--- config.mk ---
export PLATFORM = sky130hd
export DESIGN_NAME = sample_rate_gen
export DESIGN_NICKNAME = d
export VERILOG_FILES = /design/src/rtl/smpclk_pkg.sv /design/src/rtl/rate_divider.sv /design/src/rtl/unit_timer.sv /design/src/rtl/sample_rate_gen.sv
export SDC_FILE = /design/constraint.sdc
export NUM_CORES = 1
export LEC_CHECK = 0
export ABC_AREA = 1
export BUFFER_PORTS_ARGS = -buffer_cell sky130_fd_sc_hd__buf_2
export CAP_MARGIN = 20
export CORE_MARGIN = 2
export CORE_UTILIZATION = 63
export DETAILED_ROUTE_END_ITERATION = 6
export GPL_TIMING_DRIVEN = 0
export PLACE_DENSITY = 0.83
export SLEW_MARGIN = 20
export SYNTH_ARGS = -nofsm -noshare
export SYNTH_HDL_FRONTEND = slang
export SYNTH_HIERARCHICAL = 1
export SYNTH_SLANG_ARGS = --single-unit
--- constraint.sdc ---
create_clock -name clk -period 2.6 [get_ports clk]
set_input_delay 0 -clock clk [delete_from_list [all_inputs] [get_ports clk]]
set_output_delay 0 -clock clk [all_outputs]
set_load 0.005 [all_outputs]
--- src/rtl/smpclk_pkg.sv ---
package smpclk_pkg;

  // Width of a prescaler that counts 0 .. cycles-1; at least one bit.
  function automatic int unsigned prescale_width(input int unsigned cycles);
    return (cycles > 1) ? $clog2(cycles) : 1;
  endfunction

endpackage

--- src/rtl/rate_divider.sv ---
module rate_divider #(
  parameter int unsigned CNT_W = 32
) (
  input  logic             clk,
  input  logic             rst_n,
  input  logic             clear_i,
  input  logic [CNT_W-1:0] limit_i,
  input  logic             bypass_i,
  output logic             strobe_o
);

  logic [CNT_W-1:0] phase_q;
  logic [CNT_W-1:0] phase_d;
  logic             phase_en;
  logic             at_limit;

  assign at_limit = bypass_i || (phase_q >= limit_i);

  always_comb begin
    phase_en = 1'b1;
    if (clear_i || at_limit) begin
      phase_d = '0;
    end else begin
      phase_d = phase_q + CNT_W'(1);
    end
  end

  always_ff @(posedge clk or negedge rst_n) begin
    if (!rst_n) begin
      phase_q <= '0;
    end else if (phase_en) begin
      phase_q <= phase_d;
    end
  end

  assign strobe_o = !clear_i && at_limit;

endmodule

--- src/rtl/unit_timer.sv ---
module unit_timer #(
  parameter int unsigned TICK_CYCLES = 100000,
  parameter int unsigned DUR_W       = 32
) (
  input  logic             clk,
  input  logic             rst_n,
  input  logic             clear_i,
  output logic [DUR_W-1:0] units_o
);
  import smpclk_pkg::*;

  localparam int unsigned PRE_W = prescale_width(TICK_CYCLES);
  localparam logic [PRE_W-1:0] PRE_LAST = PRE_W'(TICK_CYCLES - 1);
  localparam logic [DUR_W-1:0] UNITS_MAX = '1;

  logic [PRE_W-1:0] pre_q, pre_d;
  logic [DUR_W-1:0] units_q, units_d;
  logic             unit_done;
  logic             units_en;

  assign unit_done = (pre_q == PRE_LAST);

  always_comb begin
    if (clear_i || unit_done) begin
      pre_d = '0;
    end else begin
      pre_d = pre_q + PRE_W'(1);
    end
  end

  always_comb begin
    units_en = clear_i || (unit_done && (units_q != UNITS_MAX));
    if (clear_i) begin
      units_d = '0;
    end else begin
      units_d = units_q + DUR_W'(1);
    end
  end

  always_ff @(posedge clk or negedge rst_n) begin
    if (!rst_n) begin
      pre_q <= '0;
    end else begin
      pre_q <= pre_d;
    end
  end

  always_ff @(posedge clk or negedge rst_n) begin
    if (!rst_n) begin
      units_q <= '0;
    end else if (units_en) begin
      units_q <= units_d;
    end
  end

  assign units_o = units_q;

endmodule

--- src/rtl/sample_rate_gen.sv ---
module sample_rate_gen #(
  parameter int unsigned DIV_W       = 32,
  parameter int unsigned TICK_CYCLES = 100000,
  parameter int unsigned DUR_W       = 32
) (
  input  logic             clk,
  input  logic             rst_n,
  input  logic             start_i,
  input  logic [DIV_W-1:0] div_max_i,
  input  logic             bypass_i,
  output logic             sample_en_o,
  output logic [DUR_W-1:0] duration_o
);

  rate_divider #(
    .CNT_W(DIV_W)
  ) u_divider (
    .clk      (clk),
    .rst_n    (rst_n),
    .clear_i  (start_i),
    .limit_i  (div_max_i),
    .bypass_i (bypass_i),
    .strobe_o (sample_en_o)
  );

  unit_timer #(
    .TICK_CYCLES(TICK_CYCLES),
    .DUR_W      (DUR_W)
  ) u_timer (
    .clk     (clk),
    .rst_n   (rst_n),
    .clear_i (start_i),
    .units_o (duration_o)
  );

endmodule

# Word-level counts from Yosys, hierarchy flattened
# Index checks and enable logic that the tools add are counted.
totals:
  out_inout_bits: 33
  wordCells: 19
  register_bits: 81
op_classes:
  addsub: 3
  n_eq_ne: 2
  reduce_logical: 7
  n_mux: 3
  order_cmp: 1
op_table:
  columns: ["operator", "count"]
  rows:
  - ["$add 32x1->32 const B", 2]
  - ["$mux 32", 2]
  - ["$ge 32x32->1", 1]
  - ["$ne 32x32->1 const B", 1]
  - ["$add 17x1->17 const B", 1]
  - ["$eq 17x17->1 const B", 1]
  - ["$mux 17", 1]
  - ["$logic_or 1x1->1", 4]
  - ["$logic_and 1x1->1", 2]
  - ["$logic_not 1->1", 1]

# Logic depth before layout (Yosys ltp)
# Gate-level depths: netlist of run 1.
logic_depth:
  word_depth: 4
  mapped_depth: 15
  depth_no_buf: 14

# Cells and area by module
# Netlist of run 1, hierarchy kept.
modules_own_cells:
  columns: ["module", "area_each_um2", "cells_each", "instances", "seq_area_each_um2"]
  rows:
  - ["unit_timer", 3275.6, 481, 1, 1226.2]
  - ["rate_divider", 2703.8, 370, 1, 800.8]

# Worst setup path before layout of run 1
# No wires, ideal clock.
synth_timing:
  path_kind: "flip-flop to flip-flop"
  start: "reg u_divider.phase_q[27]"
  end: "reg u_divider.phase_q[21]"
  required_ns: 2.479
  t_arrival_ns: 1.516
  n_path_buf: 1
  path_slack_ns: 0.963
  path_stages_with_launch: 10
  setup_ns: 0.121
  cell_sequence: "dfrtp_1 -> ha_1 -> nand2_1 -> nor2_1 -> nand2_1 -> nor4_1 -> nand2_1 -> nand3_2 -> buf_2 -> nor2_1"
synth_via:
  elab_chain_len: 4
synth_lines:
  columns: ["element", "line_no", "text"]
  rows:
  - ["from (decl)", "rate_divider.sv:12", "logic [CNT_W-1:0] phase_q;"]
  - ["from (signal assigned)", "rate_divider.sv:32", "phase_q <= phase_d;"]
  - ["$ge 32x32->1", "rate_divider.sv:17", "assign at_limit = bypass_i || (phase_q >= limit_i);"]
  - ["$logic_or 1x1->1", "rate_divider.sv:17", null]
  - ["$logic_or 1x1->1", "rate_divider.sv:21", "if (clear_i || at_limit) begin"]
  - ["$mux 32", "rate_divider.sv:21", null]
  - ["named net u_divider.phase_d[21]", "rate_divider.sv:13", "logic [CNT_W-1:0] phase_d;"]
# The timed path passes the listed nets, and every way through them passes these cells.
# A chain may end at the register's enable or synchronous reset.

# Worst setup path after layout of run 1
layout_timing:
  start: "reg u_divider.phase_q[7]"
  end: "out sample_en_o"
layout_via:
  elab_chain_len: 3
layout_lines:
  columns: ["element", "line_no", "text"]
  rows:
  - ["$ge 32x32->1", "rate_divider.sv:17", null]
  - ["$logic_or 1x1->1", "rate_divider.sv:17", null]
  - ["$logic_and 1x1->1", "rate_divider.sv:36", "assign strobe_o = !clear_i && at_limit;"]
  - ["to (decl)", "sample_rate_gen.sv:11", "output logic sample_en_o,"]
# No other way between the ends.

==> impl_metrics.xml, run 1 <==
<?xml version="1.0" encoding="UTF-8"?>
<metrics>
  <group name="clocking">
    <metric name="clock_tree_from_tritoncts" unit="">built</metric>
    <metric name="ctsRootBufferMaster" unit="">clkbuf_8</metric>
    <metric name="clock_insertion_delay_worst_skew" unit="ns">0.37</metric>
    <metric name="cts_setup_buffers" unit="">0</metric>
    <metric name="clk_transition_reported_paths" unit="ns">0.09</metric>
    <metric name="htreeDepth" unit="">3</metric>
    <metric name="max-clock-path-buffers" unit="">2</metric>
    <metric name="tritoncts.num_buffers" unit="">9</metric>
    <metric name="clock_sinks" unit="">81</metric>
  </group>
  <group name="drt">
    <metric name="vias_per_cell" unit="">5.19</metric>
    <metric name="detail-route-antenna-nets" unit="">0</metric>
    <metric name="vias" unit="">5531</metric>
    <metric name="wl_per_cell" unit="um">13.0</metric>
    <metric name="finalWirelength" unit="mm">13.9</metric>
    <metric name="drt-initial-drc-count" unit="">298</metric>
    <metric name="drt_first_pass_iters" unit="">5</metric>
    <metric name="remaining_drc_errors" unit="">0</metric>
  </group>
  <group name="power_and_ir_drop">
    <metric name="powerDensity" unit="nW/um^2">355</metric>
    <metric name="vdd.ir_drop.worst" unit="V">0.000300</metric>
    <metric name="power.switching" unit="uW">606</metric>
    <metric name="cell_internal_pwr" unit="uW">1780</metric>
    <metric name="p_leak" unit="uW">0.00317</metric>
    <metric name="seq_power_share" unit="%">53.1</metric>
    <metric name="power.switching_fraction" unit="%">25.4</metric>
    <metric name="pwr-share-clk" unit="%">40.1</metric>
    <metric name="combinationalPowerShare" unit="%">6.8</metric>
  </group>
  <group name="timing">
    <metric name="setup_viol_count_final" unit="">0</metric>
    <metric name="worst-slew-pin-transition" unit="ns">0.478</metric>
    <metric name="max-slew-margin-rel" unit="%">67.9</metric>
    <metric name="post-route-worst-setup-slack" unit="ns">0.548</metric>
    <metric name="final-max-slew-violation-count" unit="">0</metric>
    <metric name="fin_setup_tns" unit="ns">0</metric>
    <metric name="hold_viol" unit="">0</metric>
    <metric name="final.period_utilization" unit="%">78.9</metric>
    <metric name="finalWorstPathRequiredPeriod" unit="ns">2.05</metric>
    <metric name="unrepaired_setup_endpoints_after_global_routing" unit="">false</metric>
    <metric name="finalClockSkew" unit="ns">0.0102</metric>
    <metric name="peak_clock_frequency_supported_by_timing" unit="GHz">0.487</metric>
  </group>
  <group name="global_route">
    <metric name="grt_antenna_before_repair" unit="">0</metric>
    <metric name="grt_usage" unit="%">29.0</metric>
    <metric name="global_route.usage.met3" unit="%">3.59</metric>
    <metric name="grt_util_met1" unit="%">34.9</metric>
    <metric name="grt_max_degree" unit="">50</metric>
    <metric name="first_pass_grt_wire_length" unit="mm">23.8</metric>
    <metric name="grt.met2_usage" unit="%">51.2</metric>
    <metric name="grt_remaining_overflow" unit="">0</metric>
    <metric name="grt_pass1_vias" unit="">5447</metric>
    <metric name="grt_busiest_layer" unit="">met2</metric>
  </group>
  <group name="synth">
    <metric name="asyncSetResetFlopFracSynth" unit="%">100</metric>
    <metric name="post_synth_inst_count" unit="">851</metric>
    <metric name="synth_top_cells_by_area" unit="">dfrtp_1 (34%), nand2_1 (15%), nor2_1 (9.4%)</metric>
    <metric name="synth_area_per_cell" unit="sq um">7.03</metric>
    <metric name="number_of_storage_elements_in_the_synthesis_netlist" unit="">81</metric>
    <metric name="synth.top_cell.area_share" unit="%">33.9</metric>
    <metric name="yosysSeqAreaShare" unit="%">33.9</metric>
    <metric name="synth_enable_flop_cells" unit="">0</metric>
    <metric name="ys.flop_type" unit="">dfrtp_1</metric>
    <metric name="synth.cell_area" unit="sq um">5980</metric>
    <metric name="ys.warnings.count" unit="">6</metric>
    <metric name="synth_top_cell_by_area" unit="">dfrtp_1</metric>
    <metric name="post_synth_num_cell_types" unit="">38</metric>
    <metric name="syn-num-nets" unit="">922</metric>
  </group>
  <group name="final_layout">
    <metric name="fillers" unit="">753</metric>
    <metric name="multiInputGateArea" unit="sq um">3430</metric>
    <metric name="layout.nets" unit="">1003</metric>
    <metric name="seqCellArea" unit="sq um">2030</metric>
    <metric name="drive_gt1_share" unit="%">17.2</metric>
    <metric name="final_util" unit="%">72.8</metric>
    <metric name="area_delta_synth_final" unit="%">12.4</metric>
    <metric name="insertedDiodeCount" unit="">0</metric>
    <metric name="finish.instance_area" unit="sq um">6720</metric>
  </group>
  <group name="place">
    <metric name="dpl_worst_slack" unit="ns">0.607</metric>
    <metric name="gp_routability_congestion" unit="">1.02</metric>
    <metric name="place_hpwl" unit="mm">11.0</metric>
    <metric name="placedInstanceArea" unit="sq um">6510</metric>
    <metric name="numPortBuffers" unit="">68</metric>
  </group>
  <group name="flow_run">
    <metric name="cap_violations" unit="">0</metric>
  </group>
  <group name="critical_path">
    <metric name="worst_setup_path_end_kind" unit="">output port</metric>
    <metric name="worstPathArrival" unit="ns">2.05</metric>
    <metric name="required" unit="ns">2.60</metric>
    <metric name="path_class" unit="">reg -&gt; out</metric>
    <metric name="worst_r2r_path_depth" unit="">13</metric>
    <metric name="critical_path.startpoint_type" unit="">flip-flop</metric>
    <metric name="critical_path_peak_fanout" unit="">4</metric>
  </group>
  <group name="die">
    <metric name="floorplan.core_area" unit="sq um">9240</metric>
    <metric name="initial_core_util" unit="%">64.7</metric>
    <metric name="die-height" unit="um">101</metric>
    <metric name="die_area" unit="sq um">10300</metric>
    <metric name="row_count" unit="">35</metric>
    <metric name="die_w" unit="um">101</metric>
    <metric name="io_pins" unit="">69</metric>
  </group>
  <group name="outcome">
    <metric name="outcome" unit="">complete, no violations</metric>
  </group>
  <group name="worst_hold_path">
    <metric name="worst_hold_path.num_cells" unit="">4</metric>
    <metric name="hold_path_class" unit="">in -&gt; reg</metric>
  </group>
</metrics>
[worst paths after layout]
check,start,end,slack (ns)
setup reg to reg,u_divider/phase_q[7],u_divider/phase_q[15],0.60
setup / recovery,u_divider/phase_q[7],sample_en_o,0.55
max in group asynchronous,rst_n,u_divider/phase_q[23],1.91
hold / removal,start_i,u_timer/units_o[9],0.04
hold reg to reg,u_timer/pre_q[0],u_timer/pre_q[0],0.47
min in group asynchronous,rst_n,u_timer/pre_q[13],0.11
[cells by family (layout without fill, tap and decap cells)]
kind of cell | after synthesis | count (layout) | synth area share [%]
buffers and inverters | 125 | 211 | 8.79
XOR/XNOR | 43 | 43 | 6.30
AND/OR/NAND/NOR | 512 | 512 | 37.7
flip-flops | 81 | 81 | 33.9
AO/OA/AOI/OAI | 55 | 55 | 5.98
adder cells (fa/ha/maj) | 35 | 35 | 7.32
[layer usage]
| metal | share of wire (%) | vias up |
|---|---|---|
| met4 | 3.2 | 0 |
| li1 | - | 2821 |
| met2 | 50 | 146 |
| met5 | 0 | - |
| met3 | 4.1 | 32 |
| met1 | 43 | 2532 |
[cell usage in the layout, fill, tap and decap left out, drive strengths merged]
master / n
a21oi: 18
nor2: 159
o21ai: 34
xnor2: 16
nand3: 49
dlygate4sd3: 1
nor4: 1
or2: 3
nor3: 27
o211ai: 1
dfrtp: 81
ha: 35
xor2: 27
clkinv: 3
nor3b: 4
buf: 80
a21o: 1
nand2: 256
a211oi: 1
inv: 116
bufinv: 1
and2: 1
nand4: 11
nand3b: 1
clkbuf: 10
[stage by stage]
step	cells	hold slack, ns	power, uW
after floorplan	851	-0.296	1380
after global placement	1048	0.364	1440
after detailed placement	1049	-0.0243	1460
after CTS	1066	0.0269	2410
after global routing	1066	0.0759	2490
final	1066	0.0438	2390
[cell type report]
class | count | area share (%)
Multi-Input combinational cell | 645 | 51.0
Buffer | 12 | 1.51
Timing Repair Buffer | 70 | 5.66
Tap cell | 129 | 2.40
Clock buffer | 9 | 1.84
Clock inverter | 7 | 1.15
Inverter | 113 | 6.31
Sequential cell | 81 | 30.2
[power groups by stage]
stage	clock network (uW)	registers, uW	logic, uW
6_report	957	1270	162
5_1_grt	1030	1270	188
4_1_cts	975	1270	166
3_5_place_dp	0	1290	164
3_3_place_gp	0	1290	150
2_1_floorplan	0	1290	84.0
[cells in the mapped netlist (2+ instances only)]
library cell and instances:
inv_2 5, nor3_1 19, nor2_2 6, dfrtp_1 81, nor3b_2 2, nand3_2 4, nor3_2 8, nand3_1 44
buf_4 3, nor2_4 4, nand2_2 10, xnor2_1 16, a21oi_1 18, o21ai_0 13, nand2_1 244, or2_2 2
buf_8 2, ha_1 35, buf_2 5, nand4_1 11, inv_1 108, nor2_1 149, o21ai_2 20, nor3b_1 2
xor2_1 27
[repair_timing]
action	4_1_cts	5_1_grt
gates resized for setup	0	0
hold buffers	1	0
endpoints found under the hold margin	81	0
[sequential cells by signal, indices dropped and copies added (netlist names)]
register           count
u_timer/units_o       32
u_timer/pre_q         17
u_divider/phase_q     32
[worst max-delay path, stage by stage (launching register included)]
cell	delay (ns)
dfrtp_1	0.44
ha_1	0.31
nand2_1	0.06
inv_1	0.06
nand2_1	0.06
nor2_1	0.10
nor2_1	0.04
nand2_1	0.07
nand2_1	0.05
nand2_1	0.08
nand2_1	0.11
a21oi_1	0.15
buf_2	0.13
Note: power is estimated with default switching activity, not from simulation.
==> inputs of run 2 (changes only) <==
--- a/config.mk
+++ b/config.mk
@@ -9,10 +9,10 @@
 export BUFFER_PORTS_ARGS = -buffer_cell sky130_fd_sc_hd__buf_2
 export CAP_MARGIN = 20
 export CORE_MARGIN = 2
-export CORE_UTILIZATION = 63
+export CORE_UTILIZATION = 54
 export DETAILED_ROUTE_END_ITERATION = 6
 export GPL_TIMING_DRIVEN = 0
-export PLACE_DENSITY = 0.83
+export PLACE_DENSITY = 0.76
 export SLEW_MARGIN = 20
 export SYNTH_ARGS = -nofsm -noshare
 export SYNTH_HDL_FRONTEND = slang
==> constraint.sdc (replaced) <==
create_clock -name clk -period 1.7 [get_ports clk]
set_input_delay 0 -clock clk [delete_from_list [all_inputs] [get_ports clk]]
set_output_delay 0 -clock clk [all_outputs]
set_load 0.005 [all_outputs]
==> run 2 against run 1 <==
- the run now ends with negative setup slack left
- clock skew decreased by 0.0033 ns
- sequential share of layout area shrank 3.8 points
- clock-buffer cell count grew 3
- register-to-register slack worse by 0.83 ns
- first-iteration DRC count up 37%
- via count is 7.1% higher
- global-route usage shrank 2.6 points
- core utilization is 1.3 points lower
- wire length is 15% higher
- critical path depth down 4
- flip-flop and latch count is the same
- largest cell class unchanged
- largest power group unchanged
- die area increased by 16%
==> impl_metrics.xml, run 2 (same netlist as run 1, synthesis figures left out) <==
<?xml version="1.0" encoding="UTF-8"?>
<metrics>
  <group name="final_layout">
    <metric name="layout.cells.most_common_list" unit="">nand2_1 (204), nor2_1 (107), inv_1 (102)</metric>
    <metric name="drive_gt1_share" unit="%">33.1</metric>
    <metric name="multiInputGateArea" unit="sq um">3970</metric>
    <metric name="area_delta_synth_final" unit="%">29.5</metric>
    <metric name="layout.nets" unit="">1051</metric>
    <metric name="layout_commonest_cell" unit="">nand2_1</metric>
    <metric name="fillers" unit="">861</metric>
    <metric name="insertedDiodeCount" unit="">0</metric>
    <metric name="seqCellArea" unit="sq um">2040</metric>
    <metric name="finish.instance_area" unit="sq um">7740</metric>
    <metric name="final_util" unit="%">71.4</metric>
  </group>
  <group name="die">
    <metric name="initial_core_util" unit="%">55.2</metric>
    <metric name="die_area" unit="sq um">11900</metric>
    <metric name="floorplan.core_area" unit="sq um">10800</metric>
    <metric name="die_w" unit="um">109</metric>
    <metric name="io_pins" unit="">69</metric>
    <metric name="die-height" unit="um">109</metric>
    <metric name="row_count" unit="">38</metric>
  </group>
  <group name="clocking">
    <metric name="clock_sinks" unit="">81</metric>
    <metric name="clock_tree_from_tritoncts" unit="">built</metric>
    <metric name="clock_insertion_delay_worst_skew" unit="ns">0.36</metric>
    <metric name="htreeDepth" unit="">3</metric>
    <metric name="clk_transition_reported_paths" unit="ns">0.08</metric>
    <metric name="tritoncts.num_buffers" unit="">9</metric>
    <metric name="ctsRootBufferMaster" unit="">clkbuf_8</metric>
    <metric name="max-clock-path-buffers" unit="">2</metric>
  </group>
  <group name="critical_path">
    <metric name="r2r_setup_slack" unit="ns">-0.23</metric>
    <metric name="required" unit="ns">1.70</metric>
    <metric name="critical_path.startpoint_type" unit="">flip-flop</metric>
    <metric name="path_class" unit="">reg -&gt; out</metric>
    <metric name="reg2reg_from" unit="">u_divider/phase_q[5]</metric>
    <metric name="cp-startpoint" unit="">u_divider/phase_q[25]</metric>
    <metric name="r2r_end" unit="">u_divider/phase_q[11]</metric>
    <metric name="worst_r2r_path_depth" unit="">13</metric>
    <metric name="worstPathArrival" unit="ns">1.99</metric>
    <metric name="critical_path_peak_fanout" unit="">2</metric>
    <metric name="worst_setup_path_end_kind" unit="">output port</metric>
  </group>
  <group name="worst_hold_path">
    <metric name="min_to" unit="">u_timer/units_o[9]</metric>
    <metric name="worst_hold_path.num_cells" unit="">4</metric>
    <metric name="hold_path_class" unit="">in -&gt; reg</metric>
    <metric name="min_from" unit="">start_i</metric>
  </group>
  <group name="global_route">
    <metric name="first_pass_grt_wire_length" unit="mm">24.6</metric>
    <metric name="grt_pass1_vias" unit="">5499</metric>
    <metric name="grt_remaining_overflow" unit="">0</metric>
    <metric name="grt_antenna_before_repair" unit="">0</metric>
    <metric name="grt_max_degree" unit="">46</metric>
    <metric name="grt_usage" unit="%">26.5</metric>
  </group>
  <group name="place">
    <metric name="placedInstanceArea" unit="sq um">6530</metric>
    <metric name="gp_routability_congestion" unit="">0.931</metric>
    <metric name="numPortBuffers" unit="">68</metric>
    <metric name="place_hpwl" unit="mm">10.6</metric>
  </group>
  <group name="timing">
    <metric name="hold_viol" unit="">0</metric>
    <metric name="holdWs" unit="ns">0.0543</metric>
    <metric name="setup_viol_count_final" unit="">60</metric>
    <metric name="peak_clock_frequency_supported_by_timing" unit="GHz">0.503</metric>
    <metric name="finalWorstPathRequiredPeriod" unit="ns">1.99</metric>
    <metric name="worst-slew-pin-transition" unit="ns">0.500</metric>
    <metric name="finalClockSkew" unit="ns">0.00692</metric>
    <metric name="unrepaired_setup_endpoints_after_global_routing" unit="">true</metric>
    <metric name="final.period_utilization" unit="%">117</metric>
    <metric name="post-route-worst-setup-slack" unit="ns">-0.290</metric>
    <metric name="final-max-slew-violation-count" unit="">0</metric>
    <metric name="max-slew-margin-rel" unit="%">66.7</metric>
  </group>
  <group name="drt">
    <metric name="drt_first_pass_iters" unit="">5</metric>
    <metric name="drt-initial-drc-count" unit="">408</metric>
    <metric name="vias" unit="">5924</metric>
    <metric name="remaining_drc_errors" unit="">0</metric>
    <metric name="wl_per_cell" unit="um">14.2</metric>
    <metric name="vias_per_cell" unit="">5.27</metric>
    <metric name="finalWirelength" unit="mm">16.0</metric>
    <metric name="detail-route-antenna-nets" unit="">0</metric>
  </group>
  <group name="flow_run">
    <metric name="cap_violations" unit="">0</metric>
  </group>
  <group name="power_and_ir_drop">
    <metric name="vdd.ir_drop.worst" unit="V">0.000330</metric>
    <metric name="p_leak" unit="uW">0.00365</metric>
    <metric name="powerDensity" unit="nW/um^2">472</metric>
  </group>
  <group name="outcome">
    <metric name="outcome" unit="">finished with violations</metric>
    <metric name="failing_checks" unit="">negative setup slack</metric>
  </group>
</metrics>
==> run 2: cell types whose count changed in the layout (fill, tap and decap cells not counted), moves of 13 or more <==
cell	before	now
buf_4	4	38
buf_6	0	13
dfrtp_1	81	68
dfrtp_2	0	13
nand2_1	244	204
nand2_2	10	29
nand2_4	1	23
nor2_1	149	107
nor2_2	6	36
==> run 2: metal layers <==
layer / vias to the layer above / global-route usage, % / routed length (um)
met2: 215 / 45.2 / 7840
met1: 2733 / 33.4 / 6740
met4: 0 / 12.1 / 511
met3: 42 / 3.41 / 887
li1: 2934 / - / -
met5: - / 0 / 0
==> run 2: repair_timing <==
item / 4_1_cts / 5_1_grt
pin swaps: 14 / 31
buffers inserted: 25 / 15
endpoints found under the hold margin: 36 / 0
gates resized for setup: 66 / 116
setup endpoints to repair: 68 / 80
gates cloned: 3 / 5
hold buffers: 1 / 0
==> run 2: per-stage QoR <==
step / worst slack (ns) / total power, uW / TNS [ns] / instances
finish: -0.290 / 3660 / -9.12 / 1124
global route: -0.392 / 3800 / -16.28 / 1124
CTS: -0.239 / 3600 / -5.19 / 1104
detailed placement: -0.335 / 2230 / -12.53 / 1060
global placement: -0.264 / 2220 / -9.98 / 1059
floorplan: 0.0635 / 2110 / 0 / 851
==> run 2: worst max path at each step <==
stage	endpoint	slack, ns	depth (start not counted)
after floorplan	u_divider/phase_q[21]	0.06	9
after global placement	u_divider/phase_q[21]	-0.26	13
after CTS	sample_en_o	-0.24	12
final	sample_en_o	-0.29	8
after detailed placement	u_divider/phase_q[21]	-0.33	13
after global routing	sample_en_o	-0.39	8
==> run 2: where the power goes <==
group          total (uW)  switching (uW)  internal, uW
Sequential           1940            6.15          1930
Clock                1350             714           636
Combinational         367             211           156
Total                3660             931          2720
==> run 2: area by class of cell <==
cell class / instances / share of cell area, %
multi-input combinational: 646 / 51.3
clock inverter: 3 / 0.194
tap: 140 / 2.26
timing repair buffer: 117 / 10.5
clock buffer: 12 / 2.13
buffer: 12 / 1.79
sequential: 81 / 26.4
inverter: 113 / 5.51
==> run 2: worst max-delay path: stages, from the launching register on <==
cell     delay, ns
dfrtp_1       0.42
ha_4          0.29
nand2_2       0.06
nor2_4        0.15
nand2_4       0.08
nor4_4        0.26
nand2_4       0.11
a21oi_2       0.14
buf_2         0.12
